--- src/rtl/gpio_irq_pkg.sv ---
// Shared constants and types for the banked GPIO interrupt controller.
// Assumes eight pins per port; the trigger layout depends on that width.
package gpio_irq_pkg;

    localparam int PORT_PINS = 8;

    // Register group codes carried in address bits [7:4]
    typedef enum logic [3:0] {
        GRP_STATUS  = 4'h4,
        GRP_ENABLE  = 4'h5,
        GRP_TRIGGER = 4'h6,
        GRP_CLEAR   = 4'h7,
        GRP_EN_MASK = 4'hD
    } grp_e;

    // Trigger configuration of one port: one byte lane per attribute
    typedef struct packed {
        logic [PORT_PINS-1:0] both;
        logic [PORT_PINS-1:0] edg;
        logic [PORT_PINS-1:0] high;
    } trig_cfg_t;

endpackage

--- src/rtl/gpio_irq_sync.sv ---
// Two-flop synchronizer for a vector of asynchronous pin inputs.
// Assumes each bit is independent; no bus coherency is implied.
module gpio_irq_sync #(
    parameter int WIDTH = 8
) (
    input  logic             clk,
    input  logic             rst_n,
    input  logic [WIDTH-1:0] d,
    output logic [WIDTH-1:0] q
);

    logic [WIDTH-1:0] meta;

    // Two register stages bring the pins into the clock domain
    always_ff @(posedge clk) begin
        if (!rst_n) begin
            meta <= '0;
            q    <= '0;
        end else begin
            meta <= d;
            q    <= meta;
        end
    end

endmodule

--- src/rtl/gpio_irq_port.sv ---
// One 8-pin port: trigger config, enables, event detection and status.
// Assumes pin_s is already synchronized and at most one write strobe is
// active per cycle (guaranteed by the single address decode above it).
module gpio_irq_port
    import gpio_irq_pkg::*;
(
    input  logic                 clk,
    input  logic                 rst_n,
    input  logic [PORT_PINS-1:0] pin_s,
    input  logic                 wr_en,
    input  logic                 wr_en_msk,
    input  logic                 wr_cfg,
    input  logic                 wr_clr,
    input  logic [23:0]          wdata,
    output logic [PORT_PINS-1:0] status,
    output logic [PORT_PINS-1:0] enable,
    output trig_cfg_t            cfg,
    output logic                 irq
);

    logic [PORT_PINS-1:0] prev;
    logic [PORT_PINS-1:0] rise, fall, edge_hit, lvl_act, clr_bits, status_nxt;
    logic [PORT_PINS-1:0] msk_sel, msk_val;

    assign msk_sel = wdata[15:8];
    assign msk_val = wdata[7:0];

    // Keep the previous synchronized sample for edge comparison
    always_ff @(posedge clk) begin
        if (!rst_n) prev <= '0;
        else        prev <= pin_s;
    end

    // Classify events per pin and form the next status value
    always_comb begin
        rise       = pin_s & ~prev;
        fall       = ~pin_s & prev;
        lvl_act    = ~(pin_s ^ cfg.high);
        edge_hit   = (cfg.both & (rise | fall))
                   | (~cfg.both & ((cfg.high & rise) | (~cfg.high & fall)));
        clr_bits   = wr_clr ? wdata[7:0] : '0;
        status_nxt = (cfg.edg & (edge_hit | (status & ~clr_bits)))
                   | (~cfg.edg & lvl_act & ~clr_bits);
    end

    // Latch status every cycle
    always_ff @(posedge clk) begin
        if (!rst_n) status <= '0;
        else        status <= status_nxt;
    end

    // Enable register with direct and masked write paths
    always_ff @(posedge clk) begin
        if (!rst_n)         enable <= '0;
        else if (wr_en)     enable <= wdata[7:0];
        else if (wr_en_msk) enable <= (enable & ~msk_sel) | (msk_val & msk_sel);
    end

    // Trigger configuration register
    always_ff @(posedge clk) begin
        if (!rst_n)      cfg <= '0;
        else if (wr_cfg) cfg <= wdata;
    end

    assign irq = |(status & enable);

    genvar j;
    generate
        for (j = 0; j < PORT_PINS; j++) begin : g_chk

            en_mask_keep_chk: assert property (@(posedge clk) disable iff (!rst_n)
                (wr_en_msk && !wdata[8+j]) |=> (enable[j] == $past(enable[j])));

            edge_sticky_chk: assert property (@(posedge clk) disable iff (!rst_n)
                (cfg.edg[j] && status[j] && !(wr_clr && wdata[j]) && !wr_cfg) |=> status[j]);

            lvl_clear_chk: assert property (@(posedge clk) disable iff (!rst_n)
                (!cfg.edg[j] && wr_clr && wdata[j] && !wr_cfg) |=> !status[j]);

            lvl_follow_chk: assert property (@(posedge clk) disable iff (!rst_n)
                (!cfg.edg[j] && !wr_cfg && !(wr_clr && wdata[j]))
                |=> (status[j] == ($past(pin_s[j]) == $past(cfg.high[j]))));
        end
    endgenerate

endmodule

--- src/rtl/gpio_irq_ctrl.sv ---
// Banked GPIO interrupt controller top: register decode, read mux,
// per-port detection instances and per-bank interrupt reduction.
// Assumes bus signals are synchronous to clk; pins may be asynchronous.
module gpio_irq_ctrl
    import gpio_irq_pkg::*;
#(
    parameter int NUM_BANKS      = 2,
    parameter int PORTS_PER_BANK = 4
) (
    input  logic                                          clk,
    input  logic                                          rst_n,
    input  logic                                          bus_sel,
    input  logic                                          bus_we,
    input  logic [11:0]                                   bus_addr,
    input  logic [31:0]                                   bus_wdata,
    output logic [31:0]                                   bus_rdata,
    input  logic [NUM_BANKS*PORTS_PER_BANK*PORT_PINS-1:0] pin_in,
    output logic [NUM_BANKS-1:0]                          bank_irq
);

    localparam int NPORTS   = NUM_BANKS * PORTS_PER_BANK;
    localparam int NUM_PINS = NPORTS * PORT_PINS;
    localparam int PORT_AW  = $clog2(PORTS_PER_BANK);
    localparam int IDX_W    = $clog2(NPORTS);

    logic [NUM_PINS-1:0]  pin_s;
    logic [3:0]           a_bank;
    logic [3:0]           a_grp;
    logic [PORT_AW-1:0]   a_port;
    logic                 bank_ok;
    logic [IDX_W-1:0]     idx;
    logic                 bus_wr;
    logic [PORT_PINS-1:0] st_arr [NPORTS];
    logic [PORT_PINS-1:0] en_arr [NPORTS];
    trig_cfg_t            cfg_arr[NPORTS];
    logic [NPORTS-1:0]    port_irq;
    logic                 unused_bits;

    assign a_bank      = bus_addr[11:8];
    assign a_grp       = bus_addr[7:4];
    assign a_port      = bus_addr[2 +: PORT_AW];
    assign bank_ok     = (int'(a_bank) < NUM_BANKS);
    assign idx         = IDX_W'(a_bank) * IDX_W'(PORTS_PER_BANK) + IDX_W'(a_port);
    assign bus_wr      = bus_sel && bus_we && bank_ok;
    assign unused_bits = ^{bus_wdata[31:24], bus_addr[1:0]};

    gpio_irq_sync #(.WIDTH(NUM_PINS)) u_sync (
        .clk   (clk),
        .rst_n (rst_n),
        .d     (pin_in),
        .q     (pin_s)
    );

    genvar k;
    generate
        for (k = 0; k < NPORTS; k++) begin : g_port
            localparam int B = k / PORTS_PER_BANK;
            localparam int P = k % PORTS_PER_BANK;
            logic hit;
            assign hit = bus_wr && (a_bank == 4'(B)) && (a_port == PORT_AW'(P));

            gpio_irq_port u_port (
                .clk       (clk),
                .rst_n     (rst_n),
                .pin_s     (pin_s[k*PORT_PINS +: PORT_PINS]),
                .wr_en     (hit && (a_grp == GRP_ENABLE)),
                .wr_en_msk (hit && (a_grp == GRP_EN_MASK)),
                .wr_cfg    (hit && (a_grp == GRP_TRIGGER)),
                .wr_clr    (hit && (a_grp == GRP_CLEAR)),
                .wdata     (bus_wdata[23:0]),
                .status    (st_arr[k]),
                .enable    (en_arr[k]),
                .cfg       (cfg_arr[k]),
                .irq       (port_irq[k])
            );
        end
    endgenerate

    // Select read data for the addressed port and register group
    always_comb begin
        bus_rdata = '0;
        if (bus_sel && bank_ok) begin
            case (a_grp)
                GRP_STATUS:  bus_rdata = {24'h0, st_arr[idx]};
                GRP_ENABLE:  bus_rdata = {24'h0, en_arr[idx]};
                GRP_EN_MASK: bus_rdata = {24'h0, en_arr[idx]};
                GRP_TRIGGER: bus_rdata = {8'h0, cfg_arr[idx]};
                default:     bus_rdata = '0;
            endcase
        end
    end

    genvar b;
    generate
        for (b = 0; b < NUM_BANKS; b++) begin : g_bank
            logic [PORTS_PER_BANK*PORT_PINS-1:0] bank_en;

            assign bank_irq[b] = |port_irq[b*PORTS_PER_BANK +: PORTS_PER_BANK];

            // Gather the bank's enables for the checker below
            always_comb begin
                for (int p = 0; p < PORTS_PER_BANK; p++)
                    bank_en[p*PORT_PINS +: PORT_PINS] = en_arr[b*PORTS_PER_BANK + p];
            end


            bank_quiet_chk: assert property (@(posedge clk) disable iff (!rst_n)
                (bank_en == '0) |-> !bank_irq[b]);
        end
    endgenerate

endmodule

--- config.mk ---
export PLATFORM = sky130hd
export DESIGN_NAME = gpio_irq_ctrl
export DESIGN_NICKNAME = d
export VERILOG_FILES = /design/src/rtl/gpio_irq_pkg.sv /design/src/rtl/gpio_irq_sync.sv /design/src/rtl/gpio_irq_port.sv /design/src/rtl/gpio_irq_ctrl.sv
export SDC_FILE = /design/constraint.sdc
export NUM_CORES = 1
export LEC_CHECK = 0
export ABC_CLOCK_PERIOD_IN_PS = 1600
export BUFFER_PORTS_ARGS = -buffer_cell sky130_fd_sc_hd__clkbuf_2
export CAP_MARGIN = 15
export CORE_MARGIN = 5
export CORE_UTILIZATION = 50
export DETAILED_ROUTE_END_ITERATION = 10
export PLACE_DENSITY = 0.7
export SYNTH_ARGS = -nofsm -noshare
export SYNTH_HDL_FRONTEND = slang
export SYNTH_SLANG_ARGS = --single-unit
--- constraint.sdc ---
create_clock -name clk -period 1.6 [get_ports clk]
set_input_delay 0.16 -clock clk [delete_from_list [all_inputs] [get_ports clk]]
set_output_delay 0.16 -clock clk [all_outputs]
set_load 0.05 [all_outputs]
### Word level (Yosys, flattened, before mapping)

Cells that the tools add are included.

| operators by class | value |
|---|---|
| reductions and logical operators | 58 |
| order comparisons | 2 |
| muxes and demuxes | 35 |
| $add $sub $neg | 1 |
| eq/ne operators | 9 |
| bitwise logic cells | 211 |

Operator list:

| operator | number |
|---|---|
| $and A8 B8 Y8 | 97 |
| $not A8 Y8 | 57 |
| $or A8 B8 Y8 | 48 |
| $mux W8 | 28 |
| $bmux W24 S3 | 1 |
| $mux W24 | 3 |
| $pmux W24 S3 | 1 |
| $reduce_or A32 Y1 | 2 |
| $xor A8 B8 Y8 | 8 |
| $bmux W8 S3 | 2 |
| $logic_and A1 B1 Y1 | 45 |
| $eq A4 B3 Y1 const B | 4 |
| $reduce_bool A2 Y1 | 8 |
| $eq A2 B2 Y1 const B | 2 |
| $eq A4 B1 Y1 const B | 1 |
| $eq A4 B4 Y1 const B | 1 |
| $ge A4 B4 Y1 const B | 1 |
| $logic_not A4 Y1 | 1 |
| $lt A4 B2 Y1 const B | 1 |
| $not A3 Y4 | 1 |
| $add A3 B2 Y3 | 1 |
| $eq A2 B1 Y1 const B | 1 |
| $logic_not A2 Y1 | 1 |
| $reduce_or A2 Y1 | 1 |

| storage, ports and cells | value |
|---|---|
| logic and storage cells | 366 |
| output and inout bits | 34 |
| input bits | 112 |
| register bits after elaboration | 512 |

### Depth between registers and ports, before layout

Gate-level depths: netlist of the first run.

| depth | value |
|---|---|
| word-level depth | 11 |
| mapped depth | 8 |
| depth with buffers taken out | 5 |

### Cells and area by module

From an unflattened synthesis of the first run, not the netlist that was laid out.

| unflattened totals | value |
|---|---|
| cell total of the unflattened synthesis | 2497 |
| area, all modules | 25916.1 um2 |

Modules (own cells, without submodules):

| module | instances | cells each | seq. area each (um2) | area each (um2) |
|---|---|---|---|---|
| gpio_irq_port | 8 | 233 | 960.9 | 2418.6 |
| gpio_irq_sync | 1 | 270 | 2562.5 | 3550.9 |
| gpio_irq_ctrl | 1 | 363 | 0.0 | 3016.6 |

### Worst setup path after synthesis of the first run

No wires, ideal clock.

| timing path | value |
|---|---|
| path type | input to output |
| start | input bus_addr[2] |
| end | output bus_rdata[7] |
| setup slack | -929 ps |
| path buffers | 4 |
| stages | 7 |
| data required time | 1440 ps |
| data arrival time | 2369 ps |
| path through | clkbuf_2 > buf_4 > buf_2 > buf_2 > mux4_2 > mux2i_1 > o21ai_0 |

| between the ends | value |
|---|---|
| word-level cells in the longest chain between the ends | 7 |
| elaborated cells between the ends (all ways) | 13 |
| those cells by class | add/sub: 1; mux: 11; bitwise: 1 |

RTL lines:

| what | line | text |
|---|---|---|
| start: declaration | gpio_irq_ctrl.sv:14 | `input logic [11:0] bus_addr,` |
| $add A3 B2 Y3 * | gpio_irq_ctrl.sv:43 | `assign idx = IDX_W'(a_bank) * IDX_W'(PORTS_PER_BANK) + IDX_W'(a_port);` |
| $not A3 Y4 (implied by the code) * | - |  |
| $bmux W24 S3 (tied with other cells) | gpio_irq_ctrl.sv:87 | `GRP_TRIGGER: bus_rdata = {8'h0, cfg_arr[idx]};` |
| $mux W24 (implied by the code) (tied with other cells) (2 in a row) | gpio_irq_ctrl.sv:87 |  |
| $pmux W24 S3 * | gpio_irq_ctrl.sv:83 | `case (a_grp)` |
| $mux W24 * | gpio_irq_ctrl.sv:82 | `if (bus_sel && bank_ok) begin` |
| end: declaration | gpio_irq_ctrl.sv:16 | `output logic [31:0] bus_rdata,` |

Every way passes the cells marked *; elsewhere a longest branch is shown, timed or not. The select of a mux whose other input is x is not followed.

==> results of run 1 <==
==> layout make-up <==
class	instances	area, um2
Tap cell	672	841
Sequential cell	512	10400
Timing Repair Buffer	588	5390
Fill cell	3966	16800
Inverter	129	484
Clock inverter	18	218
Clock buffer	78	1570
Antenna cell	1	2.50
Multi-Input combinational cell	1896	14400
==> metal layers <==
layer  GRT usage [%]  part of all wire [%]  up-vias  wire (um)
met3            5.99                   8.3      216       7280
met4            13.7                   4.6        2       4070
met5               0                 0.015        -         13
li1                -                     -    10187          -
met1            40.2                    41    10815      36000
met2            50.2                    46      971      40600
==> critical path, delay by kind of cell, from the launching register on <==
kind / cells / cell delay (ps)
mux: 2 / 680
flops: 1 / 320
compound gates: 2 / 320
buf+inv: 2 / 270
==> repair_timing <==
item	in CTS	in global routing
hold buffers	82	0
pin swaps	22	10
resized for setup	146	42
endpoints found under the setup margin	26	28
hold endpoints to repair	162	0
buffers inserted	31	4
==> kinds of logic after synthesis <==
kind of cell,Yosys count
buf+inv,307
mux,178
compound gates,633
other cells,1
fa+ha+maj,128
simple gates,885
xor+xnor,64
flops,512
==> cells in the mapped netlist, types with 4 or more instances <==
cell type / n / area, um2
dfxtp_1: 512 / 10200
nand2_1: 455 / 1710
and2_1: 192 / 1200
a21boi_0: 159 / 1190
a21oi_1: 129 / 646
inv_1: 129 / 484
ha_1: 128 / 1600
clkbuf_1: 113 / 424
a21boi_1: 97 / 728
nand3_1: 82 / 410
nor2_1: 82 / 308
mux4_2: 77 / 1730
o21ai_0: 72 / 360
mux2_2: 66 / 743
o211a_1: 64 / 641
o21a_1: 64 / 480
xor2_1: 64 / 561
buf_2: 43 / 215
mux2i_1: 35 / 350
a22oi_1: 34 / 255
nor3_4: 22 / 358
buf_4: 18 / 135
nor2b_1: 14 / 87.6
nand2b_1: 9 / 56.3
nand4_1: 8 / 50.1
o22a_1: 5 / 43.8
or3_1: 4 / 25.0
==> worst min-delay path by stage <==
stage                                          end  slack, ps  cells after the start
final                     g_port[7].u_port.cfg[14]         60                      4
after global routing      g_port[3].u_port.cfg[14]         50                      4
after CTS                 g_port[2].u_port.cfg[14]         20                      4
after detailed placement           u_sync.meta[53]        370                      2
after global placement             u_sync.meta[50]        360                      2
after floorplan                     u_sync.meta[0]        290                      1
==> metrics by stage <==
stage          hold WS (ps)  instances  total power (uW)  utilization (%)
2_1_floorplan           287       2715             14800                -
3_3_place_gp            364       3681             15700             59.7
3_5_place_dp            370       3681             15700             59.7
4_1_cts                21.3       3889             28600             66.2
5_1_grt                54.8       3893             29300             66.5
6_report               61.6       3894             28500             66.5
==> power groups by stage <==
stage               sequential (uW)  combinational (uW)  clock [uW]
floorplan                     13500                1300           0
global placement              13600                2040           0
detailed placement            13600                2100           0
CTS                           13300                2320       12900
global route                  13400                2520       13400
finish                        13400                2350       12800
==> impl_metrics.xml, run 1 <==
<?xml version="1.0" encoding="UTF-8"?>
<metrics>
  <group name="pwr">
    <metric name="seq_power_share" unit="%">46.9</metric>
    <metric name="p_per_area" unit="nW/um2">854</metric>
    <metric name="ir_drop" unit="mV">0.831</metric>
    <metric name="combPwrFrac" unit="%">8.2</metric>
    <metric name="p_clk_share" unit="%">44.8</metric>
    <metric name="leakage" unit="uW">0.0144</metric>
    <metric name="p_sw_share" unit="%">24.1</metric>
    <metric name="cell_internal_pwr" unit="uW">21600</metric>
    <metric name="switching_power" unit="uW">6860</metric>
  </group>
  <group name="logic_synthesis">
    <metric name="post_synthesis_share_of_cell_area_spent_on_and_or_nand_and_nor_gates" unit="%">17.3</metric>
    <metric name="asyncSetResetFlopFracSynth" unit="%">0</metric>
    <metric name="post_synth.cell_area_avg" unit="um2">9.36</metric>
    <metric name="postSynthCellCount" unit="">2708</metric>
    <metric name="ys.warnings.count" unit="">0</metric>
    <metric name="post_synth_xor_area_fraction" unit="%">2.21</metric>
    <metric name="synth.area.mux_share" unit="%">11.2</metric>
    <metric name="yosys_register_bits" unit="">512</metric>
    <metric name="yosysSeqAreaShare" unit="%">40.4</metric>
    <metric name="yosys.cell_types.count" unit="">52</metric>
    <metric name="main_combinational_cell_family_by_area_after_synthesis" unit="">compound AO/OA/AOI/OAI gates</metric>
    <metric name="synth_compound_gate_area_share" unit="%">17.5</metric>
    <metric name="synth_ff_type" unit="">dfxtp_1</metric>
    <metric name="synth_edf_count" unit="">0</metric>
    <metric name="synth_adder_area_share" unit="%">6.32</metric>
    <metric name="cell_area_after_synthesis" unit="um2">25300</metric>
  </group>
  <group name="sta">
    <metric name="max_freq" unit="MHz">421</metric>
    <metric name="finalHoldViolations" unit="">0</metric>
    <metric name="max_slew_margin" unit="%">57.8</metric>
    <metric name="post-route-worst-setup-slack" unit="ps">-774</metric>
    <metric name="timing.final.crit_share" unit="%">148</metric>
    <metric name="worst_clock_skew" unit="ps">18.2</metric>
    <metric name="period_needed" unit="ps">2370</metric>
    <metric name="setup_violations" unit="">26</metric>
    <metric name="tightest_slew" unit="ps">634</metric>
    <metric name="fin_setup_tns" unit="ps">-14200</metric>
    <metric name="slew_violations" unit="">0</metric>
    <metric name="rsz0062_at_grt" unit="">true</metric>
  </group>
  <group name="outcome">
    <metric name="failed_checks" unit="">setup timing</metric>
    <metric name="run_status" unit="">finished, violations left</metric>
  </group>
  <group name="route">
    <metric name="route.detailed.vias_per_inst" unit="">5.70</metric>
    <metric name="drt_wl_total" unit="mm">88.0</metric>
    <metric name="drt_first_pass_iters" unit="">5</metric>
    <metric name="drc" unit="">0</metric>
    <metric name="detail_route.wl_per_cell" unit="um">22.6</metric>
    <metric name="num_vias" unit="">22191</metric>
    <metric name="drtIter0Drc" unit="">1916</metric>
    <metric name="drt.antenna.violating_nets" unit="">0</metric>
  </group>
  <group name="clock_tree">
    <metric name="clock_path_buffers" unit="">3</metric>
    <metric name="clk_pin_slew" unit="ps">60</metric>
    <metric name="cts_inserted_buffers" unit="">54</metric>
    <metric name="clockRootBuffer" unit="">clkbuf_16</metric>
    <metric name="cts_tree" unit="">built</metric>
    <metric name="clk_latency" unit="ps">610</metric>
    <metric name="clock_sinks" unit="">512</metric>
    <metric name="cts_htree_levels" unit="">2</metric>
  </group>
  <group name="worst_hold_path">
    <metric name="worst_hold_startpoint" unit="">bus_wdata[14]</metric>
    <metric name="timing.hold.worst.class" unit="">in -&gt; reg</metric>
  </group>
  <group name="run">
    <metric name="drv.max_cap_violation_count" unit="">0</metric>
  </group>
  <group name="global_route">
    <metric name="antenna_found_initial" unit="">2</metric>
    <metric name="overflow" unit="">0</metric>
    <metric name="maximum_number_of_pins_on_one_net_before_global_route_repair" unit="">101</metric>
    <metric name="globalRouteTotalUtil" unit="%">30.9</metric>
    <metric name="number_of_global_route_vias_before_repair" unit="">22160</metric>
    <metric name="global_route_wire_length_before_repair" unit="mm">133</metric>
  </group>
  <group name="critical_path">
    <metric name="worstSetupPathType" unit="">reg -&gt; out</metric>
    <metric name="crit_end" unit="">bus_rdata[6]</metric>
    <metric name="arrival" unit="ps">2210</metric>
    <metric name="startpoint_type" unit="">flop</metric>
    <metric name="critPathMaxStageDelay" unit="ps">500</metric>
    <metric name="reg2regPathDepth" unit="">5</metric>
    <metric name="crit-reg2reg-launch" unit="">u_sync.q[5]</metric>
    <metric name="critical_path_peak_fanout" unit="">2</metric>
    <metric name="timing.rr.end" unit="">g_port[0].u_port.status[5]</metric>
    <metric name="critical_path.cell_chain" unit="">buf_6 &gt; mux4_2 &gt; mux2i_2 &gt; o22a_1 &gt; o21ai_4 &gt; buf_12</metric>
    <metric name="worstPathRequired" unit="ps">1440</metric>
    <metric name="worst_path_max_delay_cell" unit="">mux4_2</metric>
    <metric name="regToRegSetupSlack" unit="ps">110</metric>
    <metric name="setup.worst_path.end_class" unit="">primary output</metric>
  </group>
  <group name="floorplan">
    <metric name="num_rows" unit="">82</metric>
    <metric name="die_h" unit="um">235</metric>
    <metric name="initial_core_utilization" unit="%">50.5</metric>
    <metric name="die_x" unit="um">235</metric>
    <metric name="fp.dieArea" unit="um2">55300</metric>
    <metric name="core" unit="um2">50200</metric>
    <metric name="top_level_ports" unit="">146</metric>
  </group>
  <group name="finish">
    <metric name="final_layout_size_suffix_gt1_share" unit="%">29.2</metric>
    <metric name="finish.net_count" unit="">3421</metric>
    <metric name="finalInstanceArea" unit="um2">33400</metric>
    <metric name="commonest_non_fill_non_tap_cells_in_the_layout" unit="">453 x nand2_1, 407 x dfxtp_1, 319 x buf_4</metric>
    <metric name="final_common_cell" unit="">nand2_1</metric>
    <metric name="syn_to_final_growth" unit="%">31.6</metric>
  </group>
  <group name="placed_design">
    <metric name="dp_hpwl" unit="mm">63.4</metric>
    <metric name="gp_congestion" unit="">0.986</metric>
    <metric name="detailedPlace.worstSlack" unit="ps">-588</metric>
    <metric name="postPlaceCellArea" unit="um2">30000</metric>
    <metric name="buffer_ports.inserted" unit="">127</metric>
  </group>
</metrics>
(Power assumes the default switching activity.)
==> run 2: changes to the inputs <==
ABC_AREA = 1   (was unset)
HOLD_SLACK_MARGIN = 0.02   (was unset)
==> run 2 against run 1 <==
Compared with the run above:
- the flow still finishes with violations (setup timing)
- design area rose by 3.1%
- clock-buffer cell count rose by 3
- flip-flop and latch count did not move
- global-route usage rose by 3.3 points
- critical path type unchanged
==> impl_metrics.xml, run 2 <==
<?xml version="1.0" encoding="UTF-8"?>
<metrics>
  <group name="floorplan">
    <metric name="core" unit="um2">52200</metric>
    <metric name="initial_core_utilization" unit="%">50.2</metric>
    <metric name="num_rows" unit="">84</metric>
    <metric name="top_level_ports" unit="">146</metric>
    <metric name="die_h" unit="um">239</metric>
    <metric name="die_x" unit="um">239</metric>
    <metric name="fp.dieArea" unit="um2">57200</metric>
  </group>
  <group name="sta">
    <metric name="rsz0062_at_grt" unit="">true</metric>
    <metric name="max_freq" unit="MHz">466</metric>
    <metric name="setup_violations" unit="">26</metric>
    <metric name="slew_violations" unit="">0</metric>
    <metric name="fin_setup_tns" unit="ps">-8940</metric>
    <metric name="period_needed" unit="ps">2150</metric>
    <metric name="timing.final.crit_share" unit="%">134</metric>
    <metric name="worst_clock_skew" unit="ps">29.1</metric>
    <metric name="post-route-worst-setup-slack" unit="ps">-545</metric>
    <metric name="finalHoldViolations" unit="">0</metric>
  </group>
  <group name="logic_synthesis">
    <metric name="postSynthCellCount" unit="">3991</metric>
    <metric name="post_synth.cell_area_avg" unit="um2">6.57</metric>
    <metric name="ys.warnings.count" unit="">0</metric>
    <metric name="synth.most_common_cell" unit="">nand2_1</metric>
    <metric name="yosys_register_bits" unit="">512</metric>
    <metric name="synth_common_cells" unit="">1,288 x nand2_1, 592 x inv_1, 512 x dfxtp_1</metric>
    <metric name="cell_area_after_synthesis" unit="um2">26200</metric>
    <metric name="yosys.area.top_type_share" unit="%">39.1</metric>
    <metric name="yosys.cell_types.count" unit="">30</metric>
    <metric name="synth_edf_count" unit="">0</metric>
    <metric name="post_synth_main_area_contributors" unit="">dfxtp_1 39%, nand2_1 18%, inv_1 8.5%, nand3_1 8.0%, a21oi_1 6.6%</metric>
    <metric name="yosysSeqAreaShare" unit="%">39.1</metric>
    <metric name="asyncSetResetFlopFracSynth" unit="%">0</metric>
    <metric name="synth_largest_area_cell" unit="">dfxtp_1</metric>
    <metric name="synth_ff_type" unit="">dfxtp_1</metric>
  </group>
  <group name="critical_path">
    <metric name="critical_path.cell_chain" unit="">inv_2 &gt; o21ai_4 &gt; nand2_1 &gt; nand3_2 &gt; nand3_1 &gt; nand3_2 &gt; nand2_2 &gt; clkinvlp_4 &gt; buf_12</metric>
    <metric name="cpMostUsedCell" unit="">nand3_2</metric>
    <metric name="critPathMaxStageDelay" unit="ps">340</metric>
    <metric name="setup.worst_path.end_class" unit="">primary output</metric>
    <metric name="timing.critical_path.max_delay_family" unit="">simple AND/OR/NAND/NOR gates</metric>
    <metric name="cp_num_buf_inv" unit="">3</metric>
    <metric name="arrival" unit="ps">1990</metric>
    <metric name="worstSetupPathType" unit="">reg -&gt; out</metric>
    <metric name="worst_path_max_delay_cell" unit="">dfxtp_2</metric>
    <metric name="worstPathRequired" unit="ps">1440</metric>
    <metric name="startpoint_type" unit="">flop</metric>
    <metric name="critical_path_peak_fanout" unit="">3</metric>
  </group>
  <group name="finish">
    <metric name="finish.net_count" unit="">4595</metric>
    <metric name="final-seq-area" unit="um2">10500</metric>
    <metric name="area_occupied_by_multi_input_gates" unit="um2">13800</metric>
    <metric name="final_common_cell" unit="">nand2_1</metric>
    <metric name="post-route-util" unit="%">65.8</metric>
    <metric name="finalInstanceArea" unit="um2">34400</metric>
    <metric name="syn_to_final_growth" unit="%">31.0</metric>
    <metric name="fill_count" unit="">4422</metric>
    <metric name="final_layout_size_suffix_gt1_share" unit="%">23.0</metric>
    <metric name="commonest_non_fill_non_tap_cells_in_the_layout" unit="">1,228 x nand2_1, 518 x inv_1, 380 x nand3_1</metric>
    <metric name="instances_no_fill" unit="">5090</metric>
  </group>
  <group name="route">
    <metric name="drtIter0Drc" unit="">3941</metric>
    <metric name="detail_route.wl_per_cell" unit="um">19.9</metric>
    <metric name="drt_wl_total" unit="mm">101</metric>
    <metric name="drc" unit="">0</metric>
    <metric name="drt_first_pass_iters" unit="">9</metric>
    <metric name="drt.antenna.violating_nets" unit="">0</metric>
    <metric name="num_vias" unit="">28230</metric>
    <metric name="route.detailed.vias_per_inst" unit="">5.55</metric>
  </group>
  <group name="global_route">
    <metric name="antenna_found_initial" unit="">4</metric>
    <metric name="maximum_number_of_pins_on_one_net_before_global_route_repair" unit="">97</metric>
    <metric name="number_of_global_route_vias_before_repair" unit="">25839</metric>
    <metric name="global_route_wire_length_before_repair" unit="mm">152</metric>
    <metric name="globalRouteTotalUtil" unit="%">34.2</metric>
    <metric name="overflow" unit="">0</metric>
  </group>
  <group name="outcome">
    <metric name="failed_checks" unit="">setup timing</metric>
    <metric name="run_status" unit="">finished, violations left</metric>
  </group>
  <group name="placed_design">
    <metric name="gp_congestion" unit="">1.05</metric>
    <metric name="dp_hpwl" unit="mm">71.6</metric>
    <metric name="placed_cells_incl_taps" unit="">4876</metric>
    <metric name="postPlaceCellArea" unit="um2">30200</metric>
    <metric name="buffer_ports.inserted" unit="">127</metric>
  </group>
  <group name="pwr">
    <metric name="p_per_area" unit="nW/um2">872</metric>
    <metric name="ir_drop" unit="mV">0.897</metric>
    <metric name="leakage" unit="uW">0.0155</metric>
    <metric name="fin_total_pwr" unit="uW">30000</metric>
  </group>
  <group name="clock_tree">
    <metric name="clock_sinks" unit="">512</metric>
    <metric name="clk_pin_slew" unit="ps">60</metric>
    <metric name="cts_htree_levels" unit="">2</metric>
    <metric name="clock_path_buffers" unit="">3</metric>
    <metric name="cts_tree" unit="">built</metric>
    <metric name="clk_latency" unit="ps">650</metric>
    <metric name="clockRootBuffer" unit="">clkbuf_16</metric>
    <metric name="cts_inserted_buffers" unit="">55</metric>
  </group>
  <group name="worst_hold_path">
    <metric name="timing.hold.worst.class" unit="">in -&gt; reg</metric>
  </group>
  <group name="run">
    <metric name="drv.max_cap_violation_count" unit="">0</metric>
  </group>
</metrics>
==> run 2: cell types whose count changed in the layout (fill, tap and decap cells not counted), sizes merged, moves of 62 or more <==
cell / previous run / this run
nand2: 456 / 1288
inv: 129 / 589
nand3: 82 / 421
a21boi: 256 / 0
a21oi: 129 / 348
and2: 192 / 0
o21ai: 72 / 188
mux4: 77 / 0
o211a: 64 / 0
o21a: 64 / 0
xor2: 64 / 0
nor2: 82 / 144
==> run 2: layer usage <==
metal / share of wire (%) / wire, um / GRT usage, %
met1: 40 / 40300 / 47.7
met2: 42 / 42000 / 50.5
met3: 14 / 14100 / 9.49
met4: 4.7 / 4720 / 13.1
met5: 0.056 / 57 / 0
==> run 2: power by group <==
part | switching, uW | internal [uW] | total (uW)
clock network | 5630 | 8320 | 14000
logic | 1780 | 943 | 2720
registers | 278 | 13000 | 13300
==> run 2: final cells by class <==
class                      count  area share (%)
clock inverter                22           0.979
sequential                   512            30.6
multi-input combinational   2649            40.1
antenna                        1         0.00728
timing repair buffer         541            14.3
tap                          688            2.50
inverter                     596            6.72
clock buffer                  81            4.81
==> run 2: path summary, 6_finish.rpt <==
check	startpoint	end	slack, ps	cells after the start
setup reg to reg	u_sync.q[36]	g_port[4].u_port.status[4]	140	5
setup / recovery	g_port[0].u_port.cfg[0]	bus_rdata[0]	-550	9
hold reg to reg	u_sync.meta[35]	u_sync.q[35]	410	2
hold / removal	bus_wdata[17]	g_port[5].u_port.cfg[17]	50	3
==> run 2: worst register-to-register path: stages (launching register included) <==
cell and delay (ps):
dfxtp_1 470, inv_1 130, ha_1 200, mux2_2 250, o21ai_0 190, a21oi_1 90
==> run 2: cell families (layout without fill, tap and decap cells) <==
group	count (synthesis)	in the layout	synth area share (%)
buffers and inverters	837	1240	12.3
adder cells (fa/ha/maj)	128	128	6.10
multiplexers	8	8	0.343
flip-flops	512	512	39.1
AO/OA/AOI/OAI	631	631	13.0
AND/OR/NAND/NOR	1874	1874	29.2
other	1	9	0.0143
==> run 2: stage by stage <==
stage	setup slack [ps]	hold WS, ps
after CTS	-478	28.2
after global placement	-622	340
after detailed placement	-577	344
final	-545	49.1
after global routing	-603	33.8
after floorplan	-16.8	258
==> run 2: repair_timing <==
| item | 4_1_cts | 5_1_grt |
|---|---|---|
| hold buffers | 71 | 0 |
| resized for setup | 421 | 79 |
| endpoints found under the setup margin | 26 | 26 |
| endpoints found under the hold margin | 101 | 0 |
| setup buffers | 36 | 8 |
| pin swaps | 100 | 61 |
